**config.mk**
```make
export PLATFORM = sky130hd
export DESIGN_NAME = e1_clk_frame_div
export DESIGN_NICKNAME = d
export VERILOG_FILES = /design/src/rtl/e1_div_pkg.sv /design/src/rtl/e1_rst_sync.sv /design/src/rtl/e1_tick_counter.sv /design/src/rtl/e1_phase_decode.sv /design/src/rtl/e1_aux_select.sv /design/src/rtl/e1_clk_frame_div.sv
export SDC_FILE = /design/constraint.sdc
export NUM_CORES = 1
export LEC_CHECK = 0
export BUFFER_PORTS_ARGS = -buffer_cell sky130_fd_sc_hd__clkbuf_2
export CAP_MARGIN = 20
export CELL_PAD_IN_SITES_DETAIL_PLACEMENT = 1
export CELL_PAD_IN_SITES_GLOBAL_PLACEMENT = 1
export CORE_ASPECT_RATIO = 1.5
export CORE_MARGIN = 8
export CORE_UTILIZATION = 45
export CTS_CLUSTER_DIAMETER = 200
export DETAILED_ROUTE_END_ITERATION = 12
export PLACE_DENSITY = 0.84
export SYNTH_ARGS = -nofsm -noshare
export SYNTH_HDL_FRONTEND = slang
export SYNTH_SLANG_ARGS = --single-unit
```
**constraint.sdc**
```tcl
create_clock -name clk_i -period 1.1 [get_ports clk_i]
set_input_delay 0.22 -clock clk_i [delete_from_list [all_inputs] [get_ports clk_i]]
set_output_delay 0.22 -clock clk_i [all_outputs]
set_load 0.1 [all_outputs]
```
**src/rtl/e1_div_pkg.sv**
```systemverilog
package e1_div_pkg;
  typedef int unsigned u32_t;

  // Select code that routes the external 1.544 MHz clock to the auxiliary output
  localparam logic [1:0] SEL_T1 = 2'b10;

  // Clock k is high in the first half of each of its periods
  function automatic logic div_clk(u32_t pos, u32_t k);
    return ((pos >> k) & 32'd1) == 32'd0;
  endfunction

  // Active-low pulse, one period of clock k wide, centred on position 0
  function automatic logic frame_n(u32_t pos, u32_t k, u32_t frame);
    u32_t half;
    half = 32'd1 << k;
    return !((pos < half) || (pos >= frame - half));
  endfunction

  // Active-low pulse over the last sync period before the boundary
  function automatic logic rx_sync_n(u32_t pos, u32_t per, u32_t frame);
    return !(pos >= frame - per);
  endfunction

  // Active-low pulse over the first sync period after the boundary
  function automatic logic tx_sync_n(u32_t pos, u32_t per);
    return !(pos < per);
  endfunction
endpackage

```
**src/rtl/e1_rst_sync.sv**
```systemverilog
module e1_rst_sync (
  input  logic clk_i,
  input  logic arst_ni,
  output logic srst_no
);
  logic stage_q;
  logic out_q;

  always_ff @(posedge clk_i or negedge arst_ni) begin
    if (!arst_ni) begin
      stage_q <= 1'b0;
      out_q   <= 1'b0;
    end else begin
      stage_q <= 1'b1;
      out_q   <= stage_q;
    end
  end

  assign srst_no = out_q;
endmodule

```
**src/rtl/e1_tick_counter.sv**
```systemverilog
module e1_tick_counter #(
  parameter int unsigned CNT_W = 13
) (
  input  logic             clk_i,
  input  logic             rst_ni,
  input  logic             tick_i,
  output logic [CNT_W-1:0] pos_nxt_o
);
  logic [CNT_W-1:0] pos_q;
  logic [CNT_W-1:0] pos_d;

  // Next state: advance on a tick; the power-of-two frame wraps naturally
  always_comb begin
    pos_d = pos_q;
    if (tick_i) pos_d = pos_q + 1'b1;
  end

  // Reset to the last position so the first tick lands on the boundary
  always_ff @(posedge clk_i or negedge rst_ni) begin
    if (!rst_ni)     pos_q <= '1;
    else if (tick_i) pos_q <= pos_d;
  end

  assign pos_nxt_o = pos_d;
endmodule

```
**src/rtl/e1_phase_decode.sv**
```systemverilog
module e1_phase_decode
  import e1_div_pkg::*;
#(
  parameter int unsigned CNT_W    = 13,
  parameter int unsigned NUM_CLK  = 5,
  parameter int unsigned SYNC_IDX = 4
) (
  input  logic               clk_i,
  input  logic               rst_ni,
  input  logic               tick_i,
  input  logic [CNT_W-1:0]   pos_nxt_i,
  output logic [NUM_CLK-1:0] clk_o,
  output logic [NUM_CLK-1:0] fp_n_o,
  output logic               rsp_n_o,
  output logic               tsp_n_o
);
  localparam u32_t FRAME    = 32'd1 << CNT_W;
  localparam u32_t SYNC_PER = 32'd1 << (SYNC_IDX + 1);

  logic [NUM_CLK-1:0] clk_d, clk_q;
  logic [NUM_CLK-1:0] fp_d, fp_q;
  logic               rsp_d, rsp_q;
  logic               tsp_d, tsp_q;
  u32_t               pos;

  assign pos = u32_t'(pos_nxt_i);

  // Next-state decode of every output from the upcoming position
  for (genvar g = 0; g < NUM_CLK; g++) begin : g_dom
    assign clk_d[g] = div_clk(pos, u32_t'(g));
    assign fp_d[g]  = frame_n(pos, u32_t'(g), FRAME);
  end

  assign rsp_d = rx_sync_n(pos, SYNC_PER, FRAME);
  assign tsp_d = tx_sync_n(pos, SYNC_PER);

  // Reset values equal the decode of the all-ones position:
  // clocks low, frame pulses active, receive sync active, transmit sync idle
  always_ff @(posedge clk_i or negedge rst_ni) begin
    if (!rst_ni) begin
      clk_q <= '0;
      fp_q  <= '0;
      rsp_q <= 1'b0;
      tsp_q <= 1'b1;
    end else if (tick_i) begin
      clk_q <= clk_d;
      fp_q  <= fp_d;
      rsp_q <= rsp_d;
      tsp_q <= tsp_d;
    end
  end

  assign clk_o   = clk_q;
  assign fp_n_o  = fp_q;
  assign rsp_n_o = rsp_q;
  assign tsp_n_o = tsp_q;
endmodule

```
**src/rtl/e1_aux_select.sv**
```systemverilog
module e1_aux_select
  import e1_div_pkg::*;
(
  input  logic [1:0] sel_i,
  input  logic       e1_clk_i,
  input  logic       t1_clk_i,
  output logic       aux_o
);
  always_comb begin
    aux_o = e1_clk_i;
    if (sel_i == SEL_T1) aux_o = t1_clk_i;
  end
endmodule

```
**src/rtl/e1_clk_frame_div.sv**
```systemverilog
module e1_clk_frame_div #(
  parameter int unsigned CNT_W   = 13,
  parameter int unsigned NUM_CLK = 5
) (
  input  logic               clk_i,
  input  logic               rst_ni,
  input  logic               tick_i,
  input  logic [1:0]         ref_sel_i,
  input  logic               t1_clk_i,
  output logic [NUM_CLK-1:0] clk_o,
  output logic [NUM_CLK-1:0] fp_n_o,
  output logic               rsp_n_o,
  output logic               tsp_n_o,
  output logic               aux_clk_o
);
  localparam int unsigned SYNC_IDX = NUM_CLK - 1;

  logic             rst_sync_n;
  logic [CNT_W-1:0] pos_nxt;
  logic [NUM_CLK-1:0] clk_int;

  e1_rst_sync u_rst (
    .clk_i   (clk_i),
    .arst_ni (rst_ni),
    .srst_no (rst_sync_n)
  );

  e1_tick_counter #(.CNT_W(CNT_W)) u_cnt (
    .clk_i     (clk_i),
    .rst_ni    (rst_sync_n),
    .tick_i    (tick_i),
    .pos_nxt_o (pos_nxt)
  );

  e1_phase_decode #(
    .CNT_W    (CNT_W),
    .NUM_CLK  (NUM_CLK),
    .SYNC_IDX (SYNC_IDX)
  ) u_dec (
    .clk_i     (clk_i),
    .rst_ni    (rst_sync_n),
    .tick_i    (tick_i),
    .pos_nxt_i (pos_nxt),
    .clk_o     (clk_int),
    .fp_n_o    (fp_n_o),
    .rsp_n_o   (rsp_n_o),
    .tsp_n_o   (tsp_n_o)
  );

  e1_aux_select u_aux (
    .sel_i    (ref_sel_i),
    .e1_clk_i (clk_int[SYNC_IDX]),
    .t1_clk_i (t1_clk_i),
    .aux_o    (aux_clk_o)
  );

  assign clk_o = clk_int;
endmodule

```
==> results of run 1 <==
## timing repair
action                                 in CTS
buffers inserted                           14
endpoints found under the hold margin       2
hold buffers                                1
resized for setup                          45
setup endpoints to repair                  37
cloned                                      0
pin swaps                                  12
## per-stage QoR
| stage | hold slack [ns] | area [µm²] | utilization [%] |
|---|---|---|---|
| 4_1_cts | 0.02081 | 2633 | 73.52 |
| 2_1_floorplan | -0.07559 | 1735 | - |
| 3_3_place_gp | 0.003787 | 2291 | 63.98 |
| 3_5_place_dp | 0.007906 | 2291 | 63.98 |
## kinds of logic after synthesis
| family | Yosys count | share of synthesized area, % |
|---|---|---|
| simple gates | 56 | 21.68 |
| compound gates | 32 | 13.80 |
| flops | 27 | 42.00 |
| buf+inv | 21 | 10.31 |
| xor+xnor | 16 | 8.492 |
| mux | 4 | 2.729 |
| fa+ha+maj | 1 | 0.7580 |
| other cells | 1 | 0.2272 |
==> metrics, run 1 <==
status did not finish; initial antenna violation count 0; DIE HEIGHT 90.17 µm; YS warnings 0; routability-driven placement congestion ratio 0.8276; I/O pins 19; Fail Step 5_1_grt; H-tree depth 1; Root Driver clkbuf_8; Synth area leader dfstp_2; FF+latch count, synth 27; syn_area_per_cell 10.45 µm²; port buffer count 18; net count of the mapped netlist 165; CTS max path bufs 2; top-count cell post-synth dfstp_2; Worst Endpoint after GRT Repair u_dec.fp_n_o[0]$_DFFE_PN0P_/D; largest net degree at the start of global routing 25; Yosys top cell area share 22.29%; leading post-synthesis cells by cell area dfstp_2 22%, dfrtp_1 20%, clkbuf_8 5.8%; worst_ep kind sequential cell input; clk sinks 27; EDFF count, synth 0; Post-synth top flop dfstp_2; FP Rows 27; Mapped Area around 1700 µm²; Seq/Total Area, Yosys 42.00%; die width 65.45 µm; cts bufs inserted 3; DP HPWL 4601 µm; post-place setup slack -0.9654 ns; library cells used by synthesis 52; cells after synthesis 158; Initial Util 46.09%; Post-synth ARST share between 90% and 100%; dpl cells 253; error msg [ERROR DPL-0033] detailed placement checks failed during check placement.; Synth top cells by count 14 x dfstp_2, 13 x dfrtp_1, 11 x nand2_1, 9 x nor2_1, 9 x xor2_1
==> run 2, diff against run 1 <==
CELL_PAD_IN_SITES_DETAIL_PLACEMENT = default   (was 1)
CELL_PAD_IN_SITES_GLOBAL_PLACEMENT = default   (was 1)
CORE_ASPECT_RATIO = default   (was 1.5)
CORE_UTILIZATION = 30   (was 45)
CTS_CLUSTER_DIAMETER = default   (was 200)
PLACE_DENSITY = default   (was 0.84)
PLACE_DENSITY_LB_ADDON = 0.15   (was default)
==> run 2 against run 1 <==
The flow now finishes, with violations (setup timing). Synthesized cell count stayed put. Synthesized area stayed put.
==> metrics, run 2 <==
final global-route overflow total 0; WL per Instance between 10 and 15 µm; final net count 226; Area growth syn-to-layout 56.18%; syn_area_per_cell ~10 µm²; R2R Path Start u_cnt.pos_q[1]$_DFFE_PN1P_; crit path buf inv count 1; Vias/cell 4.876; register share of total power 29.0%; cts bufs inserted 3; most common cell after layout, fill and taps aside buf_4; setup ws final -0.8831 ns; DP HPWL 3177 µm; hold crit path type reg2async; H-tree depth 1; Final setup viols 37; Yosys top cell area share 22.29%; Hold WS 0.2325 ns; WL final 4270 µm; setup TNS -11.42 ns; FP Rows 27; fill count 506; share of cells above drive strength 1 63.30%; overall power 0.005804 W; Worst Reg-to-Reg Cells 7; EDFF count, synth 0; Top delay family on crit path compound AO/OA/AOI/OAI gates; GR Util met3 2.909%; Critical Path Fanout Max 6; first-pass GRT wire length roughly 7200 µm; dpl cell area approximately 2300 µm²; Most flops, register u_cnt.pos_q; CP max stage cell dfstp_2; dpl cells 277; Max VDD drop 1.943 mV; Internal Pwr Total 0.003225 W; R2R Path End u_dec.fp_n_o[3]$_DFFE_PN0P_; clk sinks 27; core area 5405 µm²; PD cells 2252 nW/µm²; net count of the mapped netlist 165; YS warnings 0; Crit path top cell by count nand4_4; Setup crit end kind flip-flop; Post-synth top flop dfstp_2; largest net degree at the start of global routing 26; Root Driver clkbuf_8; port buffer count 18; Peak Freq 504.3 MHz; Clk pwr share 10.4%; DRC viols 0; GRT Util Overall a little over a tenth; crit share post-route 180.3%; Startpoint Class flip-flop; initial antenna violation count 0; Worst-path clk slew approximately 0.10 ns; Seq/Total Area, Yosys 42.00%; met1 Track Usage GR 12.36%; Net Switching 0.002579 W; DIE HEIGHT 90.17 µm; DR iter-0 viols 53; Synth area leader dfstp_2; R2R Setup Slk -0.88 ns; FF+latch count, synth 27; final instance area 2577 µm²; CTS tree built; fin. max-slew vios 0; max-cap viol count 0; leading post-synthesis cells by cell area dfstp_2 22%, dfrtp_1 20%, clkbuf_8 5.8%; unrepaired setup endpoints after global routing yes; CP cell instances ha_4 -> nand4_4 -> buf_6 -> o311a_2 -> nand4_4 -> o22ai_1 -> a41oi_2; CTS max path bufs 2; DR vias between 1000 and 1500; CP Class reg2reg; routability-driven placement congestion ratio about 0.9; cells after synthesis 158; Final min period 1.983 ns; first drt pass iteration count 4; max incr delay on CP 0.60 ns; final cell count without fillers 290; busiest grt layer met2; commonest non-fill, non-tap cells in the layout 37 x buf_4, 14 x buf_6, 14 x dfstp_2; top-count cell post-synth dfstp_2; vias in the first global route around 1500; Mapped Area 1650 µm²; Crit path arrival time 2.19 ns; combinational share of power 60.6%; clk_skew roughly 0.0047 ns; max FFs per register 13; met2 GRT Util a little under a fifth; P_leak 1.107 nW; endpoints failing hold 0; library cells used by synthesis 52; switching share of power between 40% and 50%; die width 90.17 µm; Synth top cells by count 14 x dfstp_2, 13 x dfrtp_1, 11 x nand2_1, 9 x nor2_1, 9 x xor2_1; Die ar. 8131 µm²; I/O pins 19; CP required 1.31 ns; Worst-Skew Late Latency 0.28 ns; status complete, but fails checks; Post-synth ARST share between 90% and 100%; antenna-violating nets left 0; Antenna diodes 0; Initial Util 30.53%; failing checks setup timing
-- run 2: cell counts after synthesis --
Identical to the previous run, type by type.
-- run 2: final cells by class --
cell class	count	area (µm²)	area share, %
tap	72	90.09	3.495
multi-input combinational	110	974.7	37.82
clock inverter	1	7.507	0.2913
inverter	7	28.78	1.117
timing repair buffer	70	730.7	28.35
clock buffer	3	41.29	1.602
sequential	27	704.4	27.33
-- run 2: what timing repair did --
item                                    4_1_cts  5_1_grt
cloned                                        0        0
hold endpoints to repair                      2        0
hold buffers                                  1        0
resized for setup                            18       31
pin swaps                                     6       13
setup buffers                                 4       10
endpoints found under the setup margin       37       37
-- run 2: power groups by stage --
stage	clock (W)	sequential, W	combinational [W]
detailed placement	0	0.00168	0.00299
finish	0.000606	0.00168	0.00352
global route	0.000651	0.00172	0.00372
floorplan	0	0.00203	0.00154
CTS	0.000620	0.00168	0.00321
global placement	0	0.00167	0.00298
-- run 2: metal layers --
metal	up-vias	share of wire, %
met5	-	0
met4	0	1.9
met3	8	4.8
met2	31	50
met1	689	43
li1	686	-
-- run 2: cells by family (layout without fill, tap and decap cells) --
family / Yosys count / after routing / synth area share [%]
DFF: 27 / 27 / 42.00
other: 1 / 1 / 0.2272
muxes: 4 / 4 / 2.729
xor gates and xnor gates: 16 / 16 / 8.492
and+or+nand+nor: 56 / 56 / 21.68
AOI/OAI and AO/OA: 32 / 32 / 13.80
buffers and inverters: 21 / 81 / 10.31
adders and majority gates: 1 / 1 / 0.7580
-- run 2: worst max-delay path by stage --
stage | from | endpoint | slack (ns) | cells past startpoint
floorplan | u_cnt.pos_q[1]$_DFFE_PN1P_ | u_dec.fp_n_o[3]$_DFFE_PN0P_ | -0.86 | 8
global placement | u_cnt.pos_q[1]$_DFFE_PN1P_ | u_dec.fp_n_o[1]$_DFFE_PN0P_ | -0.80 | 7
detailed placement | u_cnt.pos_q[1]$_DFFE_PN1P_ | u_dec.fp_n_o[1]$_DFFE_PN0P_ | -0.84 | 7
CTS | u_cnt.pos_q[1]$_DFFE_PN1P_ | u_dec.fp_n_o[3]$_DFFE_PN0P_ | -0.85 | 7
global route | u_cnt.pos_q[1]$_DFFE_PN1P_ | u_dec.fp_n_o[3]$_DFFE_PN0P_ | -0.96 | 8
finish | u_cnt.pos_q[1]$_DFFE_PN1P_ | u_dec.fp_n_o[3]$_DFFE_PN0P_ | -0.88 | 7
-- run 2: metrics by stage --
stage                     util, %  setup WS, ns
after global placement      42.13       -0.8008
after global routing        47.69       -0.9629
after CTS                   44.75       -0.8526
after detailed placement    42.13       -0.8356
final                       47.69       -0.8831
after floorplan                 -       -0.8600
Note: power is estimated with default switching activity, not from simulation.
==> run 3, diff against run 2 <==
ABC_CLOCK_PERIOD_IN_PS = 1700   (was default)
clock period = 1.7 ns   (was 1.1 ns; I/O delays follow)
==> run 3 against run 2 <==
The flow still finishes with violations (setup timing). Power shrank 42%. Clock skew fell by 0.0011 ns. Non-clock buffer count fell by 4. Via count decreased by 4.2%. Die area unchanged. Critical path depth unchanged. Cell count fell by 1.4%. Sequential cell count unchanged. Critical path type unchanged. Largest cell class unchanged. Highest routed layer unchanged.
==> metrics, run 3 (synthesis gave the netlist of run 2 again) <==
Peak Freq between 500 and 600 MHz; status complete, but fails checks; setup ws final -0.2747 ns; share of cells above drive strength 1 55.61%; cts bufs inserted 3; DP HPWL 3019 µm; Initial Util 30.53%; fin. max-slew vios 0; clk sinks 27; Startpoint Class flip-flop; P_leak 0.9447 nW; most common cell after layout, fill and taps aside buf_4; post-place setup slack -0.2539 ns; port buffer count 18; first drt pass iteration count 4; R2R Setup Slk -0.27 ns; CP Class reg2reg; switching share of power 46.65%; CP required 1.90 ns; antenna-violating nets left 0; CTS tree built; Final setup viols 7; setup TNS -1.622 ns; Root Driver clkbuf_8; max FFs per register 13; Crit path arrival time 2.17 ns; R2R Path Start u_cnt.pos_q[1]$_DFFE_PN1P_; crit path buf inv count 1; DR vias 1354; fill count 544; R2R Path End u_dec.fp_n_o[4]$_DFFE_PN0P_; WL per Instance 14.08 µm; Vias/cell roughly 4.7; CTS max path bufs 2; first-pass GRT wire length 6775 µm; Antenna diodes 0; commonest non-fill, non-tap cells in the layout 46 x buf_4, 16 x clkbuf_2, 14 x dfstp_2; failing checks setup timing; multi-input combinational cell area 925.9 µm²; register share of total power 30.9%; Net Switching about 0.0016 W; CP max stage cell dfstp_2; Setup crit end kind flip-flop; Clk pwr share roughly 11%; vias in the first global route between 1000 and 1500; Final Util a little over two fifths; DRC viols 0; FP Rows 27; Max VDD drop 1.225 mV; largest net degree at the start of global routing 26; Hold WS 0.2340 ns; unrepaired setup endpoints after global routing yes; final global-route overflow total 0; I/O pins 19; routability-driven placement congestion ratio 0.8551; Worst-path clk slew 0.10 ns; Top delay family on crit path compound AO/OA/AOI/OAI gates; combinational share of power roughly 58%; hold crit path type reg2async; initial antenna violation count 0; Critical Path Fanout Max 6; final net count between 200 and 250; WL final 4028 µm; Worst Reg-to-Reg Cells 7; CP cell instances ha_4 -> nand4_4 -> buf_4 -> o311a_2 -> nand4_4 -> o22ai_1 -> a31oi_1; H-tree depth 1; Final min period 1.975 ns; endpoints failing hold 0; PD cells 1483 nW/µm²; Die ar. 8131 µm²; Area growth syn-to-layout 37.45%; DIE HEIGHT 90.17 µm; max incr delay on CP ~0.61 ns; GRT Util Overall 9.944%; Internal Pwr Total 0.001795 W; Crit path top cell by count nand4_4; max-cap viol count 0; Worst-Skew Late Latency 0.28 ns; Worst Max-Slew Pin Slew 0.5457 ns; core area 5405 µm²; FF+latch area 693.2 µm²; worst rel slew slack 63.78%; die width 90.17 µm; crit share post-route 116.2%; clk_skew 0.003633 ns; Most flops, register u_cnt.pos_q; DR iter-0 viols 77
## run 3: area by class of cell
cell class,instances,area share [%]
clock buffer,3,1.820
clock inverter,1,0.2206
inverter,7,1.158
multi-input combinational,110,40.82
sequential,27,30.56
tap,72,3.971
timing repair buffer,66,21.46
## run 3: worst max path at each step
| stage | start | end | slack [ns] | depth (start not counted) |
|---|---|---|---|---|
| final | u_cnt.pos_q[1]$_DFFE_PN1P_ | u_dec.fp_n_o[4]$_DFFE_PN0P_ | -0.27 | 7 |
| after global routing | u_cnt.pos_q[1]$_DFFE_PN1P_ | u_dec.fp_n_o[4]$_DFFE_PN0P_ | -0.36 | 8 |
| after CTS | u_cnt.pos_q[1]$_DFFE_PN1P_ | u_dec.fp_n_o[1]$_DFFE_PN0P_ | -0.26 | 7 |
| after detailed placement | u_cnt.pos_q[0]$_DFFE_PN1P_ | u_dec.fp_n_o[1]$_DFFE_PN0P_ | -0.25 | 7 |
| after global placement | u_cnt.pos_q[5]$_DFFE_PN1P_ | u_dec.fp_n_o[1]$_DFFE_PN0P_ | -0.27 | 6 |
| after floorplan | u_cnt.pos_q[1]$_DFFE_PN1P_ | u_dec.fp_n_o[3]$_DFFE_PN0P_ | -0.26 | 8 |
## run 3: power groups by stage
stage	combinational [W]	clock (W)	sequential, W
final	0.00195	0.000376	0.00104
after detailed placement	0.00168	0	0.00107
after floorplan	0.000938	0	0.00130
after global routing	0.00208	0.000424	0.00107
after CTS	0.00181	0.000393	0.00104
after global placement	0.00170	0	0.00106
## run 3: stage by stage
step / total power, W / cells / cell area [µm²]
after floorplan: 0.002239 / 158 / 1688
after global placement: 0.002761 / 276 / 2057
after detailed placement: 0.002753 / 276 / 2057
after CTS: 0.003242 / 284 / 2155
after global routing: 0.003568 / 286 / 2268
final: 0.003364 / 286 / 2268
## run 3: per-layer routing
layer  GRT usage [%]  vias to the layer above  routed length [µm]
li1                -                      677                   -
met1           11.58                      646                1730
met2           17.42                       20                2116
met3           2.161                       11                 102
met4           3.606                        0                  78
met5               0                        -                   0
## run 3: repair_timing
| item | in CTS | in global routing |
|---|---|---|
| hold buffers | 1 | 0 |
| resized for setup | 2 | 21 |
| pin swaps | 3 | 10 |
| hold endpoints to repair | 2 | 0 |
| setup endpoints to repair | 7 | 9 |
| setup buffers | 3 | 2 |
==> run 4, diff against run 3 <==
ABC_CLOCK_PERIOD_IN_PS = 1900   (was 1700)
SKIP_LAST_GASP = 1   (was default)
clock period = 1.9 ns   (was 1.7 ns; I/O delays follow)
==> run 4 against run 3 <==
The flow still finishes with violations (setup timing). Clock power decreased by 9.8%. Clock skew grew 0.0030 ns. Register-to-register slack improved by 0.22 ns. Die area did not move. Critical endpoint is now u_dec.fp_n_o[0]$_DFFE_PN0P_.
==> metrics, run 4 (synthesis gave the netlist of run 2 again) <==
FF+latch area 693.2 µm²; max FFs per register 13; busiest grt layer met2; Crit path top cell by count buf_4; DIE HEIGHT between 90 and 100 µm; endpoints failing hold 0; DR vias 1370; largest net degree at the start of global routing 26; unrepaired setup endpoints after global routing yes; status complete, but fails checks; max-cap viol count 0; setup TNS -0.06611 ns; GR Util met3 2.161%; die width 90.17 µm; routability-driven placement congestion ratio 0.8559; Critical Path Fanout Max 5; first drt pass iteration count 4; port buffer count 18; register share of total power a little under a third; Most flops, register u_cnt.pos_q; worst rel slew slack 63.24%; WL final 3899 µm; Hold WS 0.2389 ns; Final min period just under 2 ns; clk sinks 27; PD cells ~1300 nW/µm²; switching share of power between 40% and 50%; Worst-path clk slew approximately 0.10 ns; DR iter-0 viols 63; clk_skew 0.006665 ns; most common cell after layout, fill and taps aside buf_4; final global-route overflow total 0; commonest non-fill, non-tap cells in the layout 40 x buf_4, 17 x clkbuf_2, 14 x dfstp_2; Vias/cell 4.893; failing checks setup timing; setup ws final -0.05598 ns; Area growth syn-to-layout 31.24%; Clk pwr share 11.7%; DRC viols 0; Final setup viols 2; met1 Track Usage GR 11.86%; combinational share of power a little under three fifths; I/O pins 19; crit share post-route 102.9%; CP cell instances ha_4 -> nand4_4 -> nor3_4 -> buf_4 -> or3_1 -> a32o_2 -> nor2_2 -> buf_4 -> a211oi_2; Die ar. approximately 8100 µm²; FP Rows 27; core area 5405 µm²; Crit path arrival time 2.15 ns; max incr delay on CP 0.60 ns; R2R Setup Slk -0.06 ns; CTS max path bufs 2; met2 GRT Util 16.69%; CP max stage cell dfstp_2; GRT Util Overall 9.902%; Max VDD drop 0.9502 mV; multi-input combinational cell area 883.3 µm²; WL per Instance 13.93 µm; H-tree depth 1; CP required 2.09 ns; Net Switching around 0.0013 W; CTS tree built; Worst Max-Slew Pin Slew 0.5537 ns; Internal Pwr Total 0.001550 W; Peak Freq 511.3 MHz; initial antenna violation count 0; post-place setup slack -0.1436 ns; fin. max-slew vios 0; cts bufs inserted 3; DP HPWL approximately 3000 µm; vias in the first global route around 1400; share of cells above drive strength 1 50.48%; Antenna diodes 0; Root Driver clkbuf_8; final net count around 220; Initial Util 30.53%; fill count roughly 560; CP Class reg2reg; Worst-Skew Late Latency 0.28 ns; antenna-violating nets left 0; overall power between 0.002 and 0.003 W; first-pass GRT wire length around 6700 µm; Setup crit end kind flip-flop; Startpoint Class flip-flop; P_leak 0.8995 nW; hold crit path type reg2async
[run 4: cell types whose count changed in the layout (fill, tap and decap cells not counted), sizes merged]
cell | previous run | this run
clkbuf | 19 | 20
buf | 49 | 42
[run 4: worst paths after layout]
| check | start | end | cells past startpoint |
|---|---|---|---|
| max | u_cnt.pos_q[1]$_DFFE_PN1P_ | u_dec.fp_n_o[0]$_DFFE_PN0P_ | 9 |
| min | u_rst.srst_no$_DFF_PN0_ | u_dec.fp_n_o[1]$_DFFE_PN0P_ | 1 |
| max reg2reg | u_cnt.pos_q[1]$_DFFE_PN1P_ | u_dec.fp_n_o[0]$_DFFE_PN0P_ | 9 |
| min reg2reg | u_rst.srst_no$_DFF_PN0_ | u_dec.fp_n_o[1]$_DFFE_PN0P_ | 1 |
| max in group asynchronous | u_rst.srst_no$_DFF_PN0_ | u_cnt.pos_q[9]$_DFFE_PN1P_ | 1 |
| min in group clk_i | u_rst.stage_q$_DFF_PN0_ | u_rst.srst_no$_DFF_PN0_ | 0 |
[run 4: layout make-up]
cell class / count / share of cell area (%)
multi-input cells: 110 / 40.79
repair buffers: 60 / 19.70
inverters: 7 / 1.213
flip-flops and latches: 27 / 32.00
clock buffers: 3 / 1.906
well taps: 72 / 4.159
clock inverters: 1 / 0.2311
[run 4: critical path: cells and delay by family (launching register included)]
kind	cells	cell delay, ns
AOI/OAI and AO/OA	2	0.35
adders and majority gates	1	0.19
buffers and inverters	2	0.29
and+or+nand+nor	4	0.44
DFF	1	0.60
[run 4: through the flow]
step,instances,area (µm²),utilization (%)
2_1_floorplan,158,1679,-
3_3_place_gp,266,1971,36.46
4_1_cts,277,2113,39.10
6_report,280,2166,40.07
3_5_place_dp,266,1971,36.46
5_1_grt,280,2166,40.07
[run 4: what timing repair did]
| action | 4_1_cts | 5_1_grt |
|---|---|---|
| endpoints found under the setup margin | 7 | 7 |
| pin swaps | 5 | 5 |
| hold buffers | 1 | 0 |
| setup buffers | 6 | 3 |
| hold endpoints to repair | 2 | 0 |
| resized for setup | 9 | 4 |
[run 4: per-layer routing]
| layer | vias to the layer above | wire, µm |
|---|---|---|
| met1 | 675 | 1714 |
| met2 | 24 | 1959 |
| met5 | - | 0 |
| met3 | 9 | 135 |
| li1 | 662 | - |
| met4 | 0 | 90 |
[run 4: power by group through the flow]
stage          clock network [W]  logic [W]  registers, W
2_1_floorplan                  0   0.000839       0.00116
3_3_place_gp                   0    0.00150      0.000941
3_5_place_dp                   0    0.00150      0.000953
4_1_cts                 0.000355    0.00160      0.000924
5_1_grt                 0.000382    0.00175      0.000943
6_report                0.000339    0.00164      0.000916
